--- config.mk ---
export PLATFORM = sky130hd
export DESIGN_NAME = async_serial_unit
export DESIGN_NICKNAME = d
export VERILOG_FILES = /design/src/rtl/asu_pkg.sv /design/src/rtl/asu_tx.sv /design/src/rtl/asu_rx.sv /design/src/rtl/async_serial_unit.sv
export SDC_FILE = /design/constraint.sdc
export NUM_CORES = 1
export LEC_CHECK = 0
export ABC_AREA = 1
export BUFFER_PORTS_ARGS = -buffer_cell sky130_fd_sc_hd__clkbuf_2
export CORE_ASPECT_RATIO = 0.7
export CORE_MARGIN = 1.5
export CORE_UTILIZATION = 45
export CTS_CLUSTER_DIAMETER = 80
export DETAILED_ROUTE_END_ITERATION = 10
export SLEW_MARGIN = 5
export SYNTH_ARGS = -nofsm -noshare
export SYNTH_HDL_FRONTEND = slang
export SYNTH_SLANG_ARGS = --single-unit
--- constraint.sdc ---
create_clock -name clk -period 4.4 [get_ports clk]
set_clock_uncertainty 0.2 [all_clocks]
set_input_delay 0.44 -clock clk [delete_from_list [all_inputs] [get_ports clk]]
set_output_delay 0.44 -clock clk [all_outputs]
set_load 0.005 [all_outputs]
--- src/rtl/asu_pkg.sv ---
package asu_pkg;
  localparam int MAX_FACTOR = 64;
  localparam int CNT_W = $clog2(2 * MAX_FACTOR) + 1;
  localparam int CHAR_W = 8;

  localparam logic [1:0] SEL_DATA = 2'd0;
  localparam logic [1:0] SEL_MODE = 2'd1;
  localparam logic [1:0] SEL_CMD  = 2'd2;

  typedef struct packed {
    logic [1:0] stop;
    logic       even;
    logic       par_en;
    logic [1:0] len;
    logic [1:0] fact;
  } mode_t;

  typedef enum logic [2:0] {PH_IDLE, PH_START, PH_DATA, PH_PAR, PH_STOP} phase_e;

  function automatic logic [CNT_W-1:0] bit_cycles(logic [1:0] f);
    case (f)
      2'b10:   return CNT_W'(16);
      2'b11:   return CNT_W'(MAX_FACTOR);
      default: return CNT_W'(1);
    endcase
  endfunction

  function automatic logic [CNT_W-1:0] stop_cycles(mode_t m);
    logic [CNT_W-1:0] f;
    f = bit_cycles(m.fact);
    case (m.stop)
      2'b10:   return CNT_W'((3 * int'(f) + 1) / 2);
      2'b11:   return f << 1;
      default: return f;
    endcase
  endfunction

  function automatic logic par_bit(logic [CHAR_W-1:0] d, logic [1:0] len, logic even);
    logic [CHAR_W-1:0] msk;
    logic ones;
    msk  = 8'hFF >> (2'd3 - len);
    ones = ^(d & msk);
    return even ? ones : ~ones;
  endfunction
endpackage

--- src/rtl/asu_tx.sv ---
module asu_tx
  import asu_pkg::*;
(
  input  logic              clk,
  input  logic              clr,
  input  mode_t             mode,
  input  logic              start,
  input  logic [CHAR_W-1:0] data,
  output logic              busy,
  output logic              done,
  output logic              line
);
  phase_e            st;
  logic [CNT_W-1:0]  cnt;
  logic [2:0]        idx;
  logic [CHAR_W-1:0] sh;
  logic [CNT_W-1:0]  per;
  logic [CNT_W-1:0]  stop_len;
  logic [2:0]        last;
  logic              bit_end;

  assign per      = bit_cycles(mode.fact);
  assign stop_len = stop_cycles(mode);
  assign last     = 3'(mode.len) + 3'd4;
  assign bit_end  = (cnt == ((st == PH_STOP) ? stop_len : per));
  assign busy     = (st != PH_IDLE);

  always_ff @(posedge clk) begin
    done <= 1'b0;
    if (clr) begin
      st   <= PH_IDLE;
      cnt  <= CNT_W'(1);
      idx  <= '0;
      sh   <= '0;
      line <= 1'b1;
    end else if (st == PH_IDLE) begin
      if (start) begin
        st   <= PH_START;
        cnt  <= CNT_W'(1);
        sh   <= data;
        line <= 1'b0;
      end
    end else if (!bit_end) begin
      cnt <= cnt + CNT_W'(1);
    end else begin
      cnt <= CNT_W'(1);
      case (st)
        PH_START: begin
          st   <= PH_DATA;
          idx  <= '0;
          line <= sh[0];
        end
        PH_DATA: begin
          if (idx == last) begin
            if (mode.par_en) begin
              st   <= PH_PAR;
              line <= par_bit(sh, mode.len, mode.even);
            end else begin
              st   <= PH_STOP;
              line <= 1'b1;
            end
          end else begin
            idx  <= idx + 3'd1;
            line <= sh[idx + 3'd1];
          end
        end
        PH_PAR: begin
          st   <= PH_STOP;
          line <= 1'b1;
        end
        default: begin
          st   <= PH_IDLE;
          done <= 1'b1;
          line <= 1'b1;
        end
      endcase
    end
  end
endmodule

--- src/rtl/asu_rx.sv ---
module asu_rx
  import asu_pkg::*;
(
  input  logic              clk,
  input  logic              clr,
  input  logic [1:0]        fact,
  input  logic [1:0]        len,
  input  logic              par_en,
  input  logic              even,
  input  logic              rxd,
  output logic              done,
  output logic [CHAR_W-1:0] data,
  output logic              perr,
  output logic              ferr
);
  phase_e            st;
  logic [CNT_W-1:0]  cnt;
  logic [2:0]        idx;
  logic [CHAR_W-1:0] sh;
  logic              pbad;
  logic [CNT_W-1:0]  per;
  logic [CNT_W-1:0]  half;
  logic [2:0]        last;

  assign per  = bit_cycles(fact);
  assign half = per >> 1;
  assign last = 3'(len) + 3'd4;

  always_ff @(posedge clk) begin
    done <= 1'b0;
    if (clr) begin
      st   <= PH_IDLE;
      cnt  <= CNT_W'(1);
      idx  <= '0;
      sh   <= '0;
      pbad <= 1'b0;
      data <= '0;
      perr <= 1'b0;
      ferr <= 1'b0;
    end else begin
      case (st)
        PH_IDLE: begin
          if (!rxd) begin
            cnt  <= CNT_W'(1);
            idx  <= '0;
            sh   <= '0;
            pbad <= 1'b0;
            st   <= (half == '0) ? PH_DATA : PH_START;
          end
        end
        PH_START: begin
          if (cnt == half) begin
            cnt <= CNT_W'(1);
            st  <= rxd ? PH_IDLE : PH_DATA;
          end else begin
            cnt <= cnt + CNT_W'(1);
          end
        end
        default: begin
          if (cnt != per) begin
            cnt <= cnt + CNT_W'(1);
          end else begin
            cnt <= CNT_W'(1);
            case (st)
              PH_DATA: begin
                sh[idx] <= rxd;
                if (idx == last) st <= par_en ? PH_PAR : PH_STOP;
                else idx <= idx + 3'd1;
              end
              PH_PAR: begin
                pbad <= (rxd != par_bit(sh, len, even));
                st   <= PH_STOP;
              end
              default: begin
                st   <= PH_IDLE;
                done <= 1'b1;
                data <= sh;
                perr <= pbad;
                ferr <= ~rxd;
              end
            endcase
          end
        end
      endcase
    end
  end
endmodule

--- src/rtl/async_serial_unit.sv ---
module async_serial_unit
  import asu_pkg::*;
#(
  parameter logic [7:0] MODE_RST = 8'h4E
) (
  input  logic       clk,
  input  logic       rst,
  input  logic       wr_en,
  input  logic [1:0] wr_sel,
  input  logic [7:0] wr_data,
  input  logic       rd_data,
  output logic [7:0] rx_data,
  output logic [7:0] status,
  output logic       txd,
  input  logic       rxd,
  output logic       dtr_n,
  output logic       rts_n
);
  mode_t             mode_q;
  logic              tx_en, tx_pend, rx_en, brk;
  logic [CHAR_W-1:0] hold;
  logic              hold_full;
  logic              rxrdy, pe, oe, fe;
  logic              rxd_s1, rxd_s2;
  logic              wr_mode, wr_cmd, wr_dat, soft_rst;
  logic              tx_start, tx_busy, tx_done, tx_line;
  logic              rx_done, rx_pe, rx_fe;
  logic [CHAR_W-1:0] rx_char;
  logic              clr_tx, clr_rx;

  assign wr_mode  = wr_en && (wr_sel == SEL_MODE);
  assign wr_cmd   = wr_en && (wr_sel == SEL_CMD);
  assign wr_dat   = wr_en && (wr_sel == SEL_DATA);
  assign soft_rst = wr_cmd && wr_data[6];
  assign clr_tx   = rst || wr_mode || soft_rst;
  assign clr_rx   = clr_tx || !rx_en;
  assign tx_start = hold_full && tx_en && !tx_pend && !tx_busy;
  assign status   = {2'b00, fe, oe, pe, !hold_full && !tx_busy, rxrdy, !hold_full};

  asu_tx i_tx (
    .clk(clk), .clr(clr_tx), .mode(mode_q), .start(tx_start), .data(hold),
    .busy(tx_busy), .done(tx_done), .line(tx_line)
  );

  asu_rx i_rx (
    .clk(clk), .clr(clr_rx), .fact(mode_q.fact), .len(mode_q.len),
    .par_en(mode_q.par_en), .even(mode_q.even), .rxd(rxd_s2),
    .done(rx_done), .data(rx_char), .perr(rx_pe), .ferr(rx_fe)
  );

  always_ff @(posedge clk) begin
    if (rst) begin
      mode_q    <= mode_t'(MODE_RST);
      tx_en     <= 1'b0;
      tx_pend   <= 1'b0;
      rx_en     <= 1'b0;
      brk       <= 1'b0;
      hold      <= '0;
      hold_full <= 1'b0;
      rxrdy     <= 1'b0;
      pe        <= 1'b0;
      oe        <= 1'b0;
      fe        <= 1'b0;
      rx_data   <= '0;
      rxd_s1    <= 1'b1;
      rxd_s2    <= 1'b1;
      txd       <= 1'b1;
      dtr_n     <= 1'b1;
      rts_n     <= 1'b1;
    end else begin
      rxd_s1 <= rxd;
      rxd_s2 <= rxd_s1;
      txd    <= brk ? 1'b0 : tx_line;
      if (wr_mode) mode_q <= mode_t'(wr_data);
      if (tx_start) hold_full <= 1'b0;
      if (wr_dat) begin
        hold      <= wr_data;
        hold_full <= 1'b1;
      end
      if ((tx_done || wr_mode) && tx_pend) begin
        tx_en   <= 1'b0;
        tx_pend <= 1'b0;
      end
      if (rd_data) rxrdy <= 1'b0;
      if (rx_done) begin
        rx_data <= rx_char;
        rxrdy   <= 1'b1;
        if (rxrdy && !rd_data) oe <= 1'b1;
        if (rx_pe) pe <= 1'b1;
        if (rx_fe) fe <= 1'b1;
      end
      if (wr_cmd) begin
        rx_en <= wr_data[2];
        brk   <= wr_data[3];
        dtr_n <= ~wr_data[1];
        rts_n <= ~wr_data[5];
        if (wr_data[0]) begin
          tx_en   <= 1'b1;
          tx_pend <= 1'b0;
        end else if ((tx_busy && !tx_done) || tx_start) begin
          tx_pend <= 1'b1;
        end else begin
          tx_en   <= 1'b0;
          tx_pend <= 1'b0;
        end
        if (wr_data[4]) begin
          pe <= 1'b0;
          oe <= 1'b0;
          fe <= 1'b0;
        end
        if (wr_data[6]) begin
          tx_en     <= 1'b0;
          tx_pend   <= 1'b0;
          rx_en     <= 1'b0;
          brk       <= 1'b0;
          dtr_n     <= 1'b1;
          rts_n     <= 1'b1;
          hold_full <= 1'b0;
          rxrdy     <= 1'b0;
          pe        <= 1'b0;
          oe        <= 1'b0;
          fe        <= 1'b0;
        end
      end
    end
  end
endmodule

---- Word-level counts from Yosys, hierarchy flattened ----
Index checks and enable logic that the tools add are counted.
storage, ports and cells
  bits in registers ....................... 96
  input port bits ......................... 15
  output and inout bits ................... 19
operators by class
  $add $sub $neg .......................... 8
  multipliers ............................. 1
  $lt $le $gt $ge ......................... 3
  eq/ne operators ......................... 28
  shifts and indexed selects .............. 1
  muxes and demuxes ....................... 92
  bitwise logic cells ..................... 14
  reduce and logical (&&, ||, !) cells .... 49
operator list
  operator                                                           count
  8-bit 2-to-1 mux                                                   10
  1-bit 2-to-1 mux                                                   52
  8-bit case mux with 2 select lines                                 3
  3-bit 2-to-1 mux                                                   14
  3-bit case mux with 2 select lines                                 4
  8-bit by 1-bit adder with 8-bit output, second input constant      2
  8-bit bitwise AND                                                  2
  4-bit AND reduction                                                4
  8-bit XOR reduction                                                2
  7-bit case mux with 2 select lines                                 1
  3-bit by 2-bit == test with 1-bit output, second input constant    4
  1-bit logical AND                                                  12
  1-bit NOT                                                          11
  2-bit == test, second input constant                               5
  2-bit != test, second input constant                               5
  2-bit nonzero test                                                 5
  9-bit by 1-bit adder with 9-bit output, second input constant      1
  2-bit by 7-bit multiplier with 9-bit output, first input constant  1
  3-bit case mux with 3 select lines                                 1
  8-bit by 1-bit adder with 8-bit output                             1
  8-bit bitwise mux                                                  1
  8-bit by 6-bit == test with 1-bit output                           1
  8-bit == test                                                      1
  8-bit logical NOT                                                  1
  32 further kinds                                                   52

---- Longest topological paths before layout ----
Gate-level depths: netlist (run 1).
  depth in word-level cells ............... 11
  mapped depth ............................ 15
  gate-level depth less buffers ........... 15

---- Cells and area by module ----
From an unflattened synthesis (run 1), not the netlist that was laid out.
second synthesis, totals
  cell total of the unflattened synthesis .. 754
  area total of the unflattened synthesis .. 5,073.6 um^2
by module, submodules not included
  module             times used  cells an instance  area each (um^2)
  asu_rx             1           317                2,019.4
  asu_tx             1           253                1,635.3
  async_serial_unit  1           184                1,418.9

---- Worst setup path after synthesis (run 1) ----
OpenSTA, ideal clock, no wires.
  path type ............................... input port to flip-flop
  start point ............................. input wr_sel[0]
  end point ............................... register i_rx.cnt[0]
  data arrival time ....................... 1.438 ns
  data required time ...................... 4.073 ns
  setup slack ............................. 2.635 ns
  stages on the path ...................... 10
  path through ............................ inv_1 -> nand4_1 -> nand2_2 -> nor2_4 -> inv_2 -> nor2_4 -> inv_2 -> buf_2 -> a21oi_1 -> o211ai_1
between the ends
  longest elaborated chain between the ends .. 5
  elaborated cells on any way between the ends .. 8
ends and longest elaborated chain
  what                                                                              line                                              text
  start, declared                                                                   async_serial_unit.sv:9                            input logic [1:0] wr_sel,
  2-bit by 1-bit == test with 1-bit output / 2-bit == test (equally long branches)  async_serial_unit.sv:31, async_serial_unit.sv:32
  1-bit logical AND, on equally long branches                                       async_serial_unit.sv:31, async_serial_unit.sv:32
  1-bit logical OR / 1-bit logical AND (equally long branches)                      async_serial_unit.sv:35, async_serial_unit.sv:34
  1-bit logical OR (*)                                                              async_serial_unit.sv:35                           assign clr_tx = rst || wr_mode || soft_rst;
  1-bit logical OR (*)                                                              async_serial_unit.sv:36                           assign clr_rx = clr_tx || !rx_en;
  end signal, assigned                                                              asu_rx.sv:56                                      cnt <= cnt + CNT_W'(1);
  end signal, assigned                                                              asu_rx.sv:61                                      cnt <= cnt + CNT_W'(1);
  end, declared                                                                     asu_rx.sv:17                                      logic [CNT_W-1:0] cnt;
Mark *: on every way between the ends. The rest lies on a longest branch, timed or not.
A chain may end at the register's enable or synchronous reset.

---- Worst setup path after layout (run 1) ----
  start point ............................. input wr_sel[0]
  end point ............................... register i_rx.sh[1]
between the ends
  longest elaborated chain between the ends .. 5
  elaborated cells on any way between the ends .. 8
ends and longest elaborated chain
  what                                                                              line                                              text
  2-bit by 1-bit == test with 1-bit output / 2-bit == test (equally long branches)  async_serial_unit.sv:31, async_serial_unit.sv:32
  1-bit logical AND, on equally long branches                                       async_serial_unit.sv:31, async_serial_unit.sv:32
  1-bit logical OR / 1-bit logical AND (equally long branches)                      async_serial_unit.sv:35, async_serial_unit.sv:34
  1-bit logical OR (*)                                                              async_serial_unit.sv:35
  1-bit logical OR (*)                                                              async_serial_unit.sv:36
  end signal, assigned by index                                                     asu_rx.sv:66                                      sh[idx] <= rxd;
  end, declared                                                                     asu_rx.sv:19                                      logic [CHAR_W-1:0] sh;
Marked as above.

==> out/qor.yml, run 1 <==
run_status:
  status: "finished clean"
worst_setup_path:
  crit_chain: "clkbuf_2 -> inv_1 -> nor3_2 -> nor2_4 -> inv_2 -> nor2_4 -> inv_2 -> a21oi_4 -> o21ai_0 -> a21oi_1"
  worstPathRequired_ns: 4.44
  slowest_delay_ns: 0.74
  worstPathArrival_ns: 2.41
  crit_fanout: 18
  worstReg2RegStart: "mode_q[1]"
  endpoint_kind: "flip-flop"
  critPathSlowestCell: "nor3_2"
  reg2reg_slack_ns: 2.31
  regToRegEndpoint: "i_rx.idx[2]"
  startpoint_type: "input port"
  r2r_cells: 9
  critPathKind: "in2reg"
global_routing:
  grt_overflow: 0
  grt_max_degree: 24
  grt_pass1_wl_mm: 20.1
  grt_pass1_vias: 4032
  grt_usage_pct: 21.8
  antenna_found_initial: 0
sta:
  setup_viol_count_final: 0
  setup_tns_ns: 0
  period_minus_slack_ns: 2.36
  finalHoldViolations: 0
  rsz0062_at_grt: "false"
  finalCritPeriodShare_pct: 53.7
  setup_ws_ns: 2.04
  slew_headroom_pct: 38.1
  hold_ws_ns: 0.0649
  max_slew.worst_pin.slew_ns: 0.921
  timing.fmax_mhz: 423
  final_max_slew_viol_count: 0
detailed_routing:
  routed_via_density: 5.11
  first_pass_iters: 5
  met1_length_mm: 6.63
  top_layer_used: "met4"
  drt-initial-drc-count: 265
  ant_nets: 0
  via_count: 4468
  wirelength_mm: 12.1
  drc_errors: 0
  dr_wl_met3_um: 736
  met2WireLength_mm: 4.65
  post_drt_wl_per_cell_um: 13.9
synth:
  synth_xor_area_share_pct: 3.19
  synth_mux_area_share_pct: 0
  avgSynthCellArea_um2: 7.09
  netlist_area_mm2: 0.00495
  synth.yosys.seq_area_share_pct: 38.8
  synth_compound_area_share_pct: 16.1
  synth_top_area_share_pct: 38.8
  yosys.area.top_type: "dfxtp_1"
  ys_ff_latch: 96
  netlist-cell-type-count: 42
  synth_top_family_by_area: "simple AND/OR/NAND/NOR gates"
  yosys_warnings: 0
  yosys.area_share.simple_pct: 30.6
  synth_flop_cell: "dfxtp_1"
  yosys.area_share.adder_pct: 1.26
  netlist_top_cells_area: "dfxtp_1 39%, nand2_1 11%, a21oi_1 7.0%"
  synth_edf_count: 0
  syn_inst: 698
  ys_async_sr_fraction_pct: 0
cts:
  clockBufferDepth: 2
  holdBufCountCts: 0
  htree_levels: 3
  clock-sinks: 96
  post_cts_resized: 0
  clk_pin_slew_ns: 0.07
  insertion_delay_ns: 0.35
  tritoncts: "done"
  post_cts_buffers: 0
  cts_made_buffers: 9
  cts_root_buffer: "clkbuf_16"
power_and_ir_drop:
  leakage_nw: 2.20
  p_per_area_mw_per_mm2: 382
  peakVddDrop_v: 0.000208
cells_and_area:
  fin_util_pct: 52.4
  nNetsFinal: 742
  drive_above_1_share_pct: 13.8
  diodes: 0
  instances_no_fill: 875
  syn_to_final_growth_pct: 11.2
placed_design:
  dpl.hpwl_mm: 9.43
  post-place-ws_ns: 1.68
  dpl.cell_count: 859
  gp_congestion: 0.835
  portBuffers: 31
hold_path:
  whs_endpoint: "rxd_s1"
  min_path_cells: 2
  min_from: "rxd"
  hold_path_class: "in2reg"
die:
  row_count: 31
  die_y_um: 90.7
  io_pins: 34
  die_area_mm2: 0.0116
  die_w_um: 128
  core_mm2: 0.0105
  initial_utilization_pct: 47.1
job:
  drv_cap: 0
==> final cells by class <==
type	instances	area (µm²)
repair buffers	32	163
inverters	98	378
well taps	148	185
fillers	1043	5000
flip-flops and latches	96	1920
multi-input cells	485	2540
clock buffers	10	239
clock inverters	6	81.3
==> cell usage after synthesis, types with 3 or more instances <==
library cell and n:
xor2_1 13, buf_4 7, nor2_2 4, inv_2 8, clkbuf_1 6, nor2_4 7
nand2_2 6, nor3_1 11, a21oi_1 69, nand3_2 5, or2_2 4, o21ai_0 51
buf_2 5, dfxtp_1 96, nand3_1 43, o211ai_1 8, inv_4 4, nand4_1 13
nand2_1 147, nand2_4 3, nand3b_1 3, o21ai_1 5, nor2_1 61, xnor2_1 5
o21a_1 3, inv_1 85, ha_1 5
==> worst max path at each step <==
stage | start | endpoint | slack [ns]
global placement | wr_sel[0] | i_rx.sh[1] | 1.78
floorplan | wr_sel[0] | i_rx.cnt[0] | 2.64
CTS | wr_sel[0] | i_rx.sh[1] | 2.05
global route | wr_sel[0] | i_rx.sh[3] | 1.83
detailed placement | wr_sel[0] | i_rx.sh[4] | 1.68
finish | wr_sel[0] | i_rx.sh[1] | 2.04
==> worst max-delay path: cells and delay by family <==
family / cells / cell delay (ns)
simple gates: 3 / 1.03
buf+inv: 4 / 0.70
compound gates: 3 / 0.22
==> kinds of logic after synthesis <==
group                      Yosys count
AOI/OAI and AO/OA                  145
xor gates and xnor gates            18
adders and majority gates            5
buffers and inverters              118
DFF                                 96
other                                1
and+or+nand+nor                    315
==> flip-flops by register name, summed over array words and instances (netlist names), 3 cells and up <==
| register | cells |
|---|---|
| i_rx.cnt | 8 |
| hold | 8 |
| rx_data | 8 |
| i_tx.cnt | 8 |
| i_tx.sh | 8 |
| i_rx.data | 8 |
| i_rx.sh | 8 |
| i_rx.st | 3 |
| mode_q | 8 |
| i_rx.idx | 3 |
| i_tx.idx | 3 |
| i_tx.st | 3 |
==> cell usage in the layout, fill, tap and decap left out, types with 4 or more instances in the layout <==
cell | Yosys | layout
nor2_1 | 61 | 61
nand2_2 | 6 | 6
nand3_1 | 43 | 43
inv_4 | 4 | 4
a21oi_1 | 69 | 69
nor3_1 | 11 | 11
o211ai_1 | 8 | 8
nand2_1 | 147 | 147
dfxtp_1 | 96 | 96
nor2_4 | 7 | 7
or2_2 | 4 | 4
clkbuf_2 | 0 | 31
inv_1 | 85 | 85
xnor2_1 | 5 | 5
ha_1 | 5 | 5
inv_2 | 8 | 8
nor2_2 | 4 | 4
o21ai_0 | 51 | 51
o21ai_1 | 5 | 5
nand3_2 | 5 | 5
nand4_1 | 13 | 13
clkbuf_16 | 0 | 9
xor2_1 | 13 | 13
==> per-layer routing <==
layer	up-vias	track usage [%]
li1	2319	-
met1	2025	34.6
met2	110	29.0
met3	14	5.15
met4	0	5.34
met5	-	0
==> power breakdown <==
part / internal (W) / switching (W) / leakage, nW / total (W)
combinational: 0.000103 / 0.000223 / 1.27 / 0.000327
clock: 0.000473 / 0.000375 / 0.159 / 0.000848
sequential: 0.000892 / 0.0000360 / 0.777 / 0.000928
==> per-stage QoR <==
step                area, µm²  power [W]
floorplan                4950    0.00119
global placement         5190    0.00127
detailed placement       5190    0.00127
CTS                      5510    0.00211
global route             5510    0.00218
finish                   5510    0.00210
Power figures use the tool's default switching activity.
==> inputs of run 2 (changes only) <==
==> constraint.sdc (replaced) <==
create_clock -name clk -period 2.1 [get_ports clk]
set_clock_uncertainty 0.2 [all_clocks]
set_input_delay 0.21 -clock clk [delete_from_list [all_inputs] [get_ports clk]]
set_output_delay 0.21 -clock clk [all_outputs]
set_load 0.005 [all_outputs]
==> run 2 against run 1 <==
Against the previous run:
- via count increased by 3.1%
- non-clock buffer count increased by 26
- sequential share of layout area decreased by 1.3 points
- combinational power increased by 130%
==> out/qor.yml, run 2 (synthesis gave the netlist of run 1 again) <==
run_status:
  status: "finished clean"
worst_setup_path:
  r2r_cells: 9  # unchanged
  worstPathArrival_ns: 2.04  # -0.37 ns
  endpoint_kind: "flip-flop"
  slowest_delay_ns: 0.54  # -0.20 ns
  crit_chain: "dlygate4sd3_1 -> clkbuf_2 -> nand4_1 -> nand2_2 -> nor2_4 -> inv_2 -> nor2_4 -> inv_2 -> a21oi_4 -> o21ai_0 -> a21oi_1"
  worstPathRequired_ns: 2.18  # -2.26 ns
  crit_fanout: 6  # -12
  critPathSlowestCell: "dlygate4sd3_1"
  worstReg2RegStart: "mode_q[2]"
  startpoint_type: "input port"
  critPathKind: "in2reg"
  regToRegEndpoint: "i_tx.st[1]"
  reg2reg_slack_ns: 0.14  # -2.17 ns
job:
  drv_cap: 0  # unchanged
cells_and_area:
  nNetsFinal: 768  # +3.5%
  syn_to_final_growth_pct: 15.5
  fin_util_pct: 54.4  # +2.0 points
  diodes: 0  # unchanged
  mostFrequentLayoutCells: "146 x nand2_1, 95 x dfxtp_1, 85 x inv_1"
  final_cell_area_mm2: 0.00572  # +3.8%
  mostFrequentLayoutCell: "nand2_1"
  fillCellCount: 1018  # -2.4%
  drive_above_1_share_pct: 15.8  # +2.0 points
global_routing:
  grt_pass1_vias: 4213  # +4.5%
  grt_overflow: 0  # unchanged
  antenna_found_initial: 0  # unchanged
  grt_pass1_wl_mm: 21.0  # +4.8%
  grt_usage_pct: 22.7  # +0.81 points
  grt_max_degree: 26  # +8.3%
detailed_routing:
  post_drt_wl_per_cell_um: 13.6  # -1.9%
  top_layer_used: "met4"
  met1_length_mm: 6.68  # +0.77%
  drc_errors: 0  # unchanged
  ant_nets: 0  # unchanged
  routed_via_density: 5.11  # +0.11%
  via_count: 4606  # +3.1%
  drt-initial-drc-count: 409  # +54%
  wirelength_mm: 12.3  # +1.0%
  dr_wl_met3_um: 620  # -16%
  met2WireLength_mm: 4.90  # +5.4%
  first_pass_iters: 5  # unchanged
die:
  die_y_um: 90.7  # unchanged
  die_w_um: 128  # unchanged
  die_area_mm2: 0.0116  # unchanged
  initial_utilization_pct: 47.1  # unchanged
  row_count: 31  # unchanged
  core_mm2: 0.0105  # unchanged
  io_pins: 34  # unchanged
cts:
  clockBufferDepth: 2  # unchanged
  cts_root_buffer: "clkbuf_16"
  tritoncts: "done"
  insertion_delay_ns: 0.35  # about the same
  htree_levels: 3  # unchanged
  clock-sinks: 96  # unchanged
  cts_made_buffers: 9  # unchanged
  clk_pin_slew_ns: 0.08  # about the same
sta:
  setup_tns_ns: 0  # unchanged
  period_minus_slack_ns: 1.96
  finalCritPeriodShare_pct: 93.6
  finalHoldViolations: 0  # unchanged
  final_max_slew_viol_count: 0  # unchanged
  setup_ws_ns: 0.135  # -1.90 ns
  setup_viol_count_final: 0  # unchanged
  slew_headroom_pct: 59.8  # +22 points
  rsz0062_at_grt: "true"
  timing.fmax_mhz: 509
  hold_ws_ns: 0.119  # +0.0539 ns
  max_slew.worst_pin.slew_ns: 0.602  # -0.319 ns
hold_path:
  min_from: "wr_sel[0]"
  whs_endpoint: "hold[4]"
  hold_path_class: "in2reg"
  min_path_cells: 4  # +2
power_and_ir_drop:
  leakage_nw: 2.31  # +4.8%
  p_per_area_mw_per_mm2: 758  # +99%
  peakVddDrop_v: 0.000405  # +95%
placed_design:
  portBuffers: 31  # unchanged
  post-place-ws_ns: 0.0675  # -1.61 ns
  dpl.hpwl_mm: 9.57  # +1.4%
  gp_congestion: 0.860  # +3.0%
  place_area_mm2: 0.00529  # +2.0%
[run 2: power by group]
part / internal (W) / switching [W] / total (W)
sequential: 0.00187 / 0.0000676 / 0.00194
clock: 0.000844 / 0.000809 / 0.00165
combinational: 0.000257 / 0.000487 / 0.000744
total: 0.00297 / 0.00136 / 0.00433
[run 2: how the worst max path moves through the flow]
stage / from / to / slack [ns] / cells past startpoint
after floorplan: mode_q[1] / i_tx.cnt[4] / 0.42 / 11
after global placement: mode_q[1] / i_rx.data[4] / 0.08 / 9
after detailed placement: mode_q[1] / i_rx.data[4] / 0.07 / 9
after CTS: wr_data[6] / i_rx.sh[1] / 0.02 / 11
after global routing: mode_q[0] / i_rx.data[5] / -0.004 / 9
final: wr_data[6] / i_rx.sh[1] / 0.14 / 11
[run 2: routing by layer]
layer | up-vias | GRT usage, %
li1 | 2372 | -
met1 | 2102 | 35.7
met2 | 124 | 31.8
met3 | 8 | 4.27
met4 | 0 | 3.93
met5 | - | 0
[run 2: critical path: cells and delay by family]
family | cells | cell delay, ns
AOI/OAI and AO/OA | 3 | 0.41
and+or+nand+nor | 4 | 0.59
buffers and inverters | 4 | 0.84
[run 2: repair_timing]
item	CTS	global route
buffers inserted	0	1
setup endpoints to repair	0	41
endpoints found under the hold margin	23	0
hold buffers	11	0
resized for setup	0	5
[run 2: cell type report]
cell class	count	area [µm²]	share of cell area, %
flip-flops and latches	96	1920	33.6
clock inverters	7	72.6	1.27
multi-input cells	485	2550	44.6
clock buffers	9	225	3.94
repair buffers	58	385	6.74
well taps	148	185	3.24
inverters	98	378	6.61
[run 2: metrics by stage]
| step | instances | total power, W |
|---|---|---|
| 6_report | 901 | 0.00433 |
| 4_1_cts | 900 | 0.00434 |
| 5_1_grt | 901 | 0.00452 |
| 3_3_place_gp | 873 | 0.00268 |
| 3_5_place_dp | 873 | 0.00269 |
| 2_1_floorplan | 699 | 0.00249 |
==> inputs of run 3 (changes only) <==
--- a/config.mk
+++ b/config.mk
@@ -12,7 +12,7 @@
 export CORE_UTILIZATION = 45
 export CTS_CLUSTER_DIAMETER = 80
 export DETAILED_ROUTE_END_ITERATION = 10
-export SLEW_MARGIN = 5
+export SLEW_MARGIN = 10
 export SYNTH_ARGS = -nofsm -noshare
 export SYNTH_HDL_FRONTEND = slang
 export SYNTH_SLANG_ARGS = --single-unit
==> constraint.sdc (replaced) <==
create_clock -name clk -period 2.1 [get_ports clk]
set_clock_uncertainty 0.2 [all_clocks]
set_input_delay 0.63 -clock clk [delete_from_list [all_inputs] [get_ports clk]]
set_output_delay 0.63 -clock clk [all_outputs]
set_load 0.005 [all_outputs]
==> run 3 against run 2 <==
Against the previous run:
- count of clock-buffer cells in the layout grew 1
- utilization shrank 0.30 points
- first-iteration DRC count shrank 15%
- largest power group unchanged
==> out/qor.yml, run 3 (synthesis gave the netlist of run 1 again) <==
run_status:
  status: "finished clean"
job:
  drv_cap: 0  # unchanged
cells_and_area:
  mostFrequentLayoutCells: "146 x nand2_1, 89 x dfxtp_1, 84 x inv_1"
  instances_no_fill: 899  # -0.22%
  nNetsFinal: 766  # -0.26%
  mostFrequentLayoutCell: "nand2_1"
  fin_util_pct: 54.1  # -0.30 points
  syn_to_final_growth_pct: 14.9
  diodes: 0  # unchanged
  drive_above_1_share_pct: 18.0  # +2.2 points
global_routing:
  grt_pass1_wl_mm: 20.8  # -1.3%
  grt_usage_pct: 22.7  # +0.088 points
  grt_pass1_vias: 4154  # -1.4%
  grt_overflow: 0  # unchanged
  grt_max_degree: 26  # unchanged
  antenna_found_initial: 0  # unchanged
cts:
  insertion_delay_ns: 0.35  # about the same
  clockBufferDepth: 2  # unchanged
  cts_root_buffer: "clkbuf_16"
  clk_pin_slew_ns: 0.07  # about the same
  tritoncts: "done"
  clock-sinks: 96  # unchanged
  cts_made_buffers: 9  # unchanged
  htree_levels: 3  # unchanged
power_and_ir_drop:
  p_int_w: 0.00303  # +1.9%
  leakage_nw: 2.31  # about the same
  clkPwrFrac_pct: 37.0  # -1.2 points
  switching_share_pct: 30.8  # -0.66 points
  p_per_area_mw_per_mm2: 769  # +1.4%
  power_switching_w: 0.00135  # -1.2%
  peakVddDrop_v: 0.000468  # +16%
  pwr-share-comb_pct: 18.6  # +1.4 points
  pwr-share-seq_pct: 44.4  # -0.3 points
sta:
  timing.fmax_mhz: 497  # -2.3%
  finalCritPeriodShare_pct: 95.8  # +2.2 points
  max_slew.worst_pin.slew_ns: 0.543  # -0.0596 ns
  setup_viol_count_final: 0  # unchanged
  period_minus_slack_ns: 2.01  # +0.0472 ns
  slew_headroom_pct: 63.8  # +4.0 points
  final_max_slew_viol_count: 0  # unchanged
  finalHoldViolations: 0  # unchanged
  rsz0062_at_grt: "false"
  setup_tns_ns: 0  # unchanged
die:
  initial_utilization_pct: 47.1  # unchanged
  die_w_um: 128  # unchanged
  die_y_um: 90.7  # unchanged
  io_pins: 34  # unchanged
  core_mm2: 0.0105  # unchanged
  die_area_mm2: 0.0116  # unchanged
  row_count: 31  # unchanged
detailed_routing:
  drc_errors: 0  # unchanged
  ant_nets: 0  # unchanged
  routed_via_density: 5.10  # -0.19%
  drt-initial-drc-count: 346  # -15%
  first_pass_iters: 5  # unchanged
  post_drt_wl_per_cell_um: 13.8  # +1.1%
  wirelength_mm: 12.4  # +0.86%
  via_count: 4587  # -0.41%
worst_setup_path:
  endpoint_kind: "primary output"
  critPathKind: "reg2out"
  worstPathArrival_ns: 1.18  # -0.86 ns
  worstPathRequired_ns: 1.27  # -0.91 ns
  startpoint_type: "flip-flop"
  crit_fanout: 3  # -3
placed_design:
  portBuffers: 31  # unchanged
  gp_congestion: 0.902  # +4.8%
  dpl.hpwl_mm: 9.50  # -0.74%
  dpl.cell_count: 880  # +0.80%
hold_path:
  hold_path_class: "reg2reg"
==> run 3: changes by cell type in the layout (fill, tap and decap cells not counted), moves of 2 or more <==
cell           delta
dlygate4sd3_1    -11
buf_4             +9
dfxtp_1           -6
dfxtp_2           +5
inv_8             -2
==> run 3: cell type report <==
class	count	area, µm²
multi-input cells	485	2560
clock inverters	6	50.0
flip-flops and latches	96	1930
clock buffers	10	239
inverters	98	378
fillers	1006	4830
repair buffers	56	343
well taps	148	185
==> run 3: repair_timing <==
| item | 4_1_cts | 5_1_grt |
|---|---|---|
| hold buffers | 0 | 0 |
| resized for setup | 4 | 10 |
| setup buffers | 1 | 2 |
| setup endpoints to repair | 1 | 37 |
| pin swaps | 1 | 1 |
==> run 3: through the flow <==
step                hold WS (ns)  cell area, µm²  setup slack (ns)  total power (W)
global placement           0.198            5340            0.0578          0.00271
CTS                        0.217            5650           0.00336          0.00436
global route               0.234            5690           0.00453          0.00458
finish                     0.216            5690            0.0879          0.00437
detailed placement         0.201            5340            0.0212          0.00272
floorplan                  0.189            4950             0.145          0.00249
==> run 3: critical path, stage by stage, from the launching register on <==
cell,delay [ns]
dfxtp_4,0.36
inv_2,0.06
nand2_1,0.08
nor2_4,0.10
inv_2,0.04
nor2_2,0.07
clkbuf_2,0.11
==> run 3: metal layers <==
layer	up-vias	part of all wire (%)	global-route usage (%)
met5	-	0	0
met4	0	2.0	6.74
met3	18	6.1	5.33
met2	144	37	31.0
met1	2068	54	34.9
li1	2357	-	-
==> run 3: final timing paths <==
check | from | to | slack (ns) | cells after the start
hold reg to reg | rxd_s1 | rxd_s2 | 0.22 | 1
setup reg to reg | mode_q[2] | i_tx.st[0] | 0.15 | 7
setup / recovery | i_tx.st[0] | status[2] | 0.09 | 6
hold / removal | rxd_s1 | rxd_s2 | 0.22 | 1
==> run 3: power groups by stage <==
stage	sequential, W	clock [W]	combinational, W
4_1_cts	0.00194	0.00165	0.000771
6_report	0.00194	0.00162	0.000814
5_1_grt	0.00195	0.00173	0.000903
3_5_place_dp	0.00198	0	0.000743
3_3_place_gp	0.00198	0	0.000732
2_1_floorplan	0.00195	0	0.000541
